--- src/rtl/oc_mult_pkg.sv ---
`timescale 1ns/1ps
package oc_mult_pkg;
  parameter int unsigned OC_WORD_W = 12;
  typedef enum logic {
    MODE_INT  = 1'b0,
    MODE_FRAC = 1'b1
  } oc_mode_e;
endpackage

--- src/rtl/oc_sign_mag.sv ---
`timescale 1ns/1ps
// Splits a one's-complement word into sign and magnitude.
module oc_sign_mag #(
  parameter int unsigned WORD_W = 12,
  localparam int unsigned MAG_W = WORD_W - 1
) (
  input  logic [WORD_W-1:0] word,
  output logic              neg,
  output logic [MAG_W-1:0]  mag
);
  always_comb begin
    neg = word[WORD_W-1];
    mag = neg ? ~word[MAG_W-1:0] : word[MAG_W-1:0];
  end
endmodule

--- src/rtl/oc_mult_core.sv ---
`timescale 1ns/1ps
// Iterative shift-and-add magnitude multiplier, one step per clock.
module oc_mult_core #(
  parameter int unsigned MAG_W = 11,
  localparam int unsigned PROD_W = 2 * MAG_W,
  localparam int unsigned CNT_W  = $clog2(MAG_W + 1)
) (
  input  logic              clk,
  input  logic              rst_n,
  input  logic              load,
  input  logic [MAG_W-1:0]  mag_a,
  input  logic [MAG_W-1:0]  mag_b,
  output logic              busy,
  output logic              fin,
  output logic [PROD_W-1:0] prod_fin
);
  logic              busy_q, busy_n;
  logic [CNT_W-1:0]  cnt_q, cnt_n;
  logic [MAG_W-1:0]  hi_q, hi_n, lo_q, lo_n, a_q, a_n;
  logic [MAG_W-1:0]  addend;
  logic [MAG_W:0]    sum;
  logic [PROD_W-1:0] stepped;
  logic              ce;

  always_comb begin
    addend   = lo_q[0] ? a_q : '0;
    sum      = {1'b0, hi_q} + {1'b0, addend};
    stepped  = {sum, lo_q[MAG_W-1:1]};
    fin      = busy_q && (cnt_q == CNT_W'(1));
    prod_fin = stepped;
  end

  always_comb begin
    busy_n = busy_q;
    cnt_n  = cnt_q;
    hi_n   = hi_q;
    lo_n   = lo_q;
    a_n    = a_q;
    ce     = 1'b0;
    if (busy_q) begin
      ce     = 1'b1;
      hi_n   = stepped[PROD_W-1:MAG_W];
      lo_n   = stepped[MAG_W-1:0];
      cnt_n  = cnt_q - CNT_W'(1);
      busy_n = (cnt_q != CNT_W'(1));
    end else if (load) begin
      ce     = 1'b1;
      busy_n = 1'b1;
      cnt_n  = CNT_W'(MAG_W);
      hi_n   = '0;
      lo_n   = mag_b;
      a_n    = mag_a;
    end
  end

  always_ff @(posedge clk or negedge rst_n) begin
    if (!rst_n) begin
      busy_q <= 1'b0;
      cnt_q  <= '0;
      hi_q   <= '0;
      lo_q   <= '0;
      a_q    <= '0;
    end else if (ce) begin
      busy_q <= busy_n;
      cnt_q  <= cnt_n;
      hi_q   <= hi_n;
      lo_q   <= lo_n;
      a_q    <= a_n;
    end
  end

  assign busy = busy_q;
endmodule

--- src/rtl/oc_result_pack.sv ---
`timescale 1ns/1ps
// Formats the magnitude product into the signed AC, MQ and link values.
module oc_result_pack
  import oc_mult_pkg::*;
#(
  parameter int unsigned WORD_W = 12,
  localparam int unsigned MAG_W  = WORD_W - 1,
  localparam int unsigned PROD_W = 2 * MAG_W
) (
  input  logic [PROD_W-1:0] prod,
  input  logic              neg,
  input  oc_mode_e          mode,
  output logic [WORD_W-1:0] ac_val,
  output logic [WORD_W-1:0] mq_val,
  output logic              link_val
);
  logic [MAG_W-1:0] slice;
  always_comb begin
    slice    = (mode == MODE_FRAC) ? prod[PROD_W-1:MAG_W] : prod[MAG_W-1:0];
    ac_val   = {neg, (neg ? ~slice : slice)};
    mq_val   = {prod[MAG_W-1:0], 1'b0};
    link_val = neg;
  end
endmodule

--- src/rtl/oc_seq_mult.sv ---
`timescale 1ns/1ps
module oc_seq_mult
  import oc_mult_pkg::*;
#(
  parameter int unsigned WORD_W = OC_WORD_W,
  localparam int unsigned MAG_W  = WORD_W - 1,
  localparam int unsigned PROD_W = 2 * MAG_W
) (
  input  logic              clk,
  input  logic              rst_n,
  input  logic              start,
  input  logic [WORD_W-1:0] mcand,
  input  logic [WORD_W-1:0] mplier,
  input  logic              frac_mode,
  output logic              busy,
  output logic              done,
  output logic [WORD_W-1:0] ac_out,
  output logic [WORD_W-1:0] mq_out,
  output logic              link_out
);
  logic [1:0][WORD_W-1:0] opw;
  logic [1:0]             op_neg;
  logic [1:0][MAG_W-1:0]  op_mag;

  assign opw[0] = mcand;
  assign opw[1] = mplier;

  for (genvar g = 0; g < 2; g++) begin : g_op
    oc_sign_mag #(.WORD_W(WORD_W)) u_sm (
      .word (opw[g]),
      .neg  (op_neg[g]),
      .mag  (op_mag[g])
    );
  end

  logic              core_busy, core_fin, accept;
  logic [PROD_W-1:0] prod_fin;

  assign accept = start && !core_busy;

  oc_mult_core #(.MAG_W(MAG_W)) u_core (
    .clk      (clk),
    .rst_n    (rst_n),
    .load     (accept),
    .mag_a    (op_mag[0]),
    .mag_b    (op_mag[1]),
    .busy     (core_busy),
    .fin      (core_fin),
    .prod_fin (prod_fin)
  );

  logic     sign_q, sign_n;
  oc_mode_e mode_q, mode_n;
  logic [WORD_W-1:0] ac_q, ac_n, mq_q, mq_n, ac_fmt, mq_fmt;
  logic link_q, link_n, link_fmt, done_q, done_n;

  oc_result_pack #(.WORD_W(WORD_W)) u_pack (
    .prod     (prod_fin),
    .neg      (sign_q),
    .mode     (mode_q),
    .ac_val   (ac_fmt),
    .mq_val   (mq_fmt),
    .link_val (link_fmt)
  );

  always_comb begin
    sign_n = sign_q;
    mode_n = mode_q;
    if (accept) begin
      sign_n = op_neg[0] ^ op_neg[1];
      mode_n = frac_mode ? MODE_FRAC : MODE_INT;
    end
    ac_n   = core_fin ? ac_fmt   : ac_q;
    mq_n   = core_fin ? mq_fmt   : mq_q;
    link_n = core_fin ? link_fmt : link_q;
    done_n = core_fin;
  end

  always_ff @(posedge clk or negedge rst_n) begin
    if (!rst_n) begin
      sign_q <= 1'b0;
      mode_q <= MODE_INT;
    end else if (accept) begin
      sign_q <= sign_n;
      mode_q <= mode_n;
    end
  end

  always_ff @(posedge clk or negedge rst_n) begin
    if (!rst_n) begin
      ac_q   <= '0;
      mq_q   <= '0;
      link_q <= 1'b0;
    end else if (core_fin) begin
      ac_q   <= ac_n;
      mq_q   <= mq_n;
      link_q <= link_n;
    end
  end

  always_ff @(posedge clk or negedge rst_n) begin
    if (!rst_n) done_q <= 1'b0;
    else        done_q <= done_n;
  end

  assign busy     = core_busy;
  assign done     = done_q;
  assign ac_out   = ac_q;
  assign mq_out   = mq_q;
  assign link_out = link_q;
endmodule

--- config.mk ---
export PLATFORM = sky130hd
export DESIGN_NAME = oc_seq_mult
export DESIGN_NICKNAME = d
export VERILOG_FILES = /design/src/rtl/oc_mult_pkg.sv /design/src/rtl/oc_sign_mag.sv /design/src/rtl/oc_mult_core.sv /design/src/rtl/oc_result_pack.sv /design/src/rtl/oc_seq_mult.sv
export SDC_FILE = /design/constraint.sdc
export NUM_CORES = 1
export LEC_CHECK = 0
export BUFFER_PORTS_ARGS = -buffer_cell sky130_fd_sc_hd__clkbuf_2
export CAP_MARGIN = 25
export CORE_MARGIN = 4
export CORE_UTILIZATION = 60
export CTS_BUF_LIST = sky130_fd_sc_hd__clkbuf_16
export DETAILED_ROUTE_END_ITERATION = 7
export PLACE_DENSITY = 0.83
export SLEW_MARGIN = 10
export SYNTH_ARGS = -nofsm -noshare
export SYNTH_HDL_FRONTEND = slang
export SYNTH_SLANG_ARGS = --single-unit
--- constraint.sdc ---
create_clock -name clk -period 6.3 [get_ports clk]
set_input_delay 1.26 -clock clk [delete_from_list [all_inputs] [get_ports clk]]
set_output_delay 1.26 -clock clk [all_outputs]
set_load 0.02 [all_outputs]
==> results.json <==
{
  "status": "completed",
  "ios": 55,
  "drc": 0,
  "grtUsageTotal_pct": 23.60,
  "reg2reg_from": "u_core.lo_q[0]",
  "async_flop_share_pct": 100.0,
  "max-slew-margin-rel_pct": 33.73,
  "core_sq_um": 5956,
  "syn2layout_area_growth_pct": 14.44,
  "min_path_type": "reg -> reg",
  "routedWlPerCell_um": 15.59,
  "synth_seq_cells": 64,
  "ys_types": 46,
  "tns_ns": 0,
  "antenna_left": 0,
  "grt_pass1_vias": 2927,
  "r2r_end": "ac_out[5]",
  "criticalPathCategory": "reg -> reg",
  "gp_congestion": 0.8643,
  "finalClockSkew_ns": 0.007002,
  "post-cts-setup-buffer-count": 0,
  "numCtsBuffers": 9,
  "reg2reg_depth": 9,
  "rsz0062_at_grt": "no",
  "slew_violations": 0,
  "synth-edff-count": 0,
  "ys_seq_area_share_pct": 43.29,
  "hpwl_mm": 5.671,
  "clock_latency_ns": 0.33,
  "fin_crit_ns": 2.661,
  "arrival_ns": 2.87,
  "cpMaxStageDelayCell": "dfrtp_1",
  "first_pass_iters": 4,
  "grt_max_degree": 65,
  "row_count": 28,
  "start_util_pct": 62.12,
  "fp.dieH_um": 86.53,
  "dpl_worst_slack_ns": 3.549,
  "end_kind": "register",
  "path_buf_inv": 0,
  "hold_ws_ns": 0.4719,
  "leakage_nw": 2.095,
  "antenna_cells": 0,
  "grt_first_pass_wirelength_mm": 13.88,
  "antenna_found_initial": 0,
  "vias": 3030,
  "synth_area_leader_cell": "dfrtp_1",
  "cts_tree": "built",
  "synth_area_leaders": "dfrtp_1, nand2_1, xnor2_1, o21ai_0, ha_1",
  "worstSetupEndpoint": "ac_out[5]",
  "min_period_over_period_pct": 42.24,
  "overflow": 0,
  "cp_max_fo": 12,
  "port_buffers": 53,
  "htreeDepth": 3,
  "max_freq_ghz": 0.3758,
  "drt_iter0_drc": 241,
  "hold_depth": 2,
  "critPathLaunch": "u_core.lo_q[0]",
  "final_cells": 529,
  "hold_viol": 0,
  "syn_area_sq_um": 3700,
  "worst-path-stages": 9,
  "cts_hold_buf": 0,
  "ir_worst_vdd_v": 0.0002706,
  "setup_ws_ns": 3.639,
  "die_area_sq_um": 7487,
  "ctsResizeCount": 0,
  "synth_top_area_share_pct": 43.29,
  "cpLargestDelayFamily": "compound AO/OA/AOI/OAI gates",
  "worst_path_largest_cell_delay_ns": 0.51,
  "power.total_mw": 2.323,
  "placed_cells_incl_taps": 513,
  "reg2reg_slack_ns": 3.64,
  "crit_chain": "and2_1, ha_1, fa_1, a211oi_2, o21ai_0, a211o_1, a31oi_1, xor2_1, o21ai_1",
  "cp.required_ns": 6.51,
  "die_x_um": 86.53,
  "syn_area_per_cell_sq_um": 9.024,
  "drive_gt1_share_pct": 18.06,
  "max_cap_violations": 0,
  "final-setup-viol-count": 0,
  "cp-start-kind": "register",
  "routed_wl_mm": 8.249,
  "clock_sinks": 64,
  "cts_root_buf": "clkbuf_16",
  "clk_pin_slew_ns": 0.06,
  "drt-vias-per-instance": 5.728,
  "synthFlopType": "dfrtp_1",
  "syn-num-nets": 452,
  "max-clock-path-buffers": 2,
  "yosysWarnings": 0,
  "final_nets": 491,
  "powerDensity_nw_per_um2": 548.7,
  "synth_cells": 410,
  "tightest_slew_ns": 0.9940
}
## cells by family after synthesis
group                    Yosys count  share of synthesized area (%)
flip-flops                        64                          43.29
multiplexers                       7                          1.928
AND/OR/NAND/NOR                  145                          17.45
adder cells (fa/ha/maj)           14                          4.938
other                              1                         0.1014
XOR/XNOR                          40                          9.469
AO/OA/AOI/OAI                    103                          18.13
buffers and inverters             36                          4.701
## sequential cells by signal (all words and copies together), names as in the netlist, 4 cells and up
register	count
u_core.lo_q	11
u_core.a_q	11
mq_out	11
u_core.hi_q	11
ac_out	12
u_core.cnt_q	4
## power breakdown
group	total (mW)	internal, mW	switching [mW]
clock	0.493	0.306	0.187
sequential	0.782	0.601	0.180
combinational	1.05	0.432	0.617
## cell type report
class / count / area, sq um
timing repair buffer: 56 / 287.8
fill: 470 / 1722
tap: 75 / 93.84
inverter: 8 / 30.03
multi-input combinational: 310 / 1924
clock inverter: 7 / 71.32
sequential: 64 / 1602
clock buffer: 9 / 225.2
## metal layers
metal,up-vias,wire length (um),global-route usage [%]
li1,1482,-,-
met1,1460,3553,30.28
met2,70,4156,39.22
met3,18,339,4.943
met4,0,199,9.065
met5,-,0,0
## cells in the mapped netlist, drive strengths merged (6+ instances only)
| cell | n |
|---|---|
| a21o | 6 |
| a21oi | 16 |
| a22o | 9 |
| and2 | 13 |
| buf | 13 |
| clkbuf | 15 |
| dfrtp | 64 |
| ha | 13 |
| inv | 8 |
| mux2i | 6 |
| nand2 | 88 |
| nand3 | 7 |
| nor2 | 14 |
| nor3 | 6 |
| o21ai | 49 |
| xnor2 | 30 |
| xor2 | 10 |
## stage by stage
stage | area [sq um] | utilization [%]
6_report | 4234 | 71.09
5_1_grt | 4234 | 71.09
4_1_cts | 4234 | 71.09
3_5_place_dp | 3938 | 66.11
3_3_place_gp | 3938 | 66.11
2_1_floorplan | 3700 | -
## worst min-delay path by stage
stage / start / endpoint / slack [ns]
global placement: u_core.a_q[9] / u_core.a_q[9] / 0.46
floorplan: u_core.a_q[0] / u_core.a_q[0] / 0.44
CTS: mq_out[9] / mq_out[9] / 0.48
finish: u_core.a_q[6] / u_core.a_q[6] / 0.47
global route: mq_out[9] / mq_out[9] / 0.50
detailed placement: mq_out[9] / mq_out[9] / 0.46
## cell usage in the layout (no fill, tap or decap), types with 5 or more instances in the layout
master	synthesis	routed
nor2_1	14	14
o21ai_1	6	6
clkbuf_2	0	53
a21oi_1	14	14
dfrtp_1	64	64
a22o_1	9	9
o21ai_0	43	43
inv_1	8	8
nand3b_1	5	5
nand3_1	7	7
and2_1	13	13
xnor2_1	30	30
clkbuf_16	0	9
nor3_1	6	6
nand2_1	88	88
nand2b_1	5	5
a21o_1	6	6
ha_1	13	13
mux2i_1	6	6
xor2_1	10	10
## worst min-delay path: stages, from the launching register on
cell and delay [ns]:
dfrtp_1 0.33, nand2_1 0.05, o21ai_0 0.06
No activity file was read; power rests on OpenSTA's default activity.
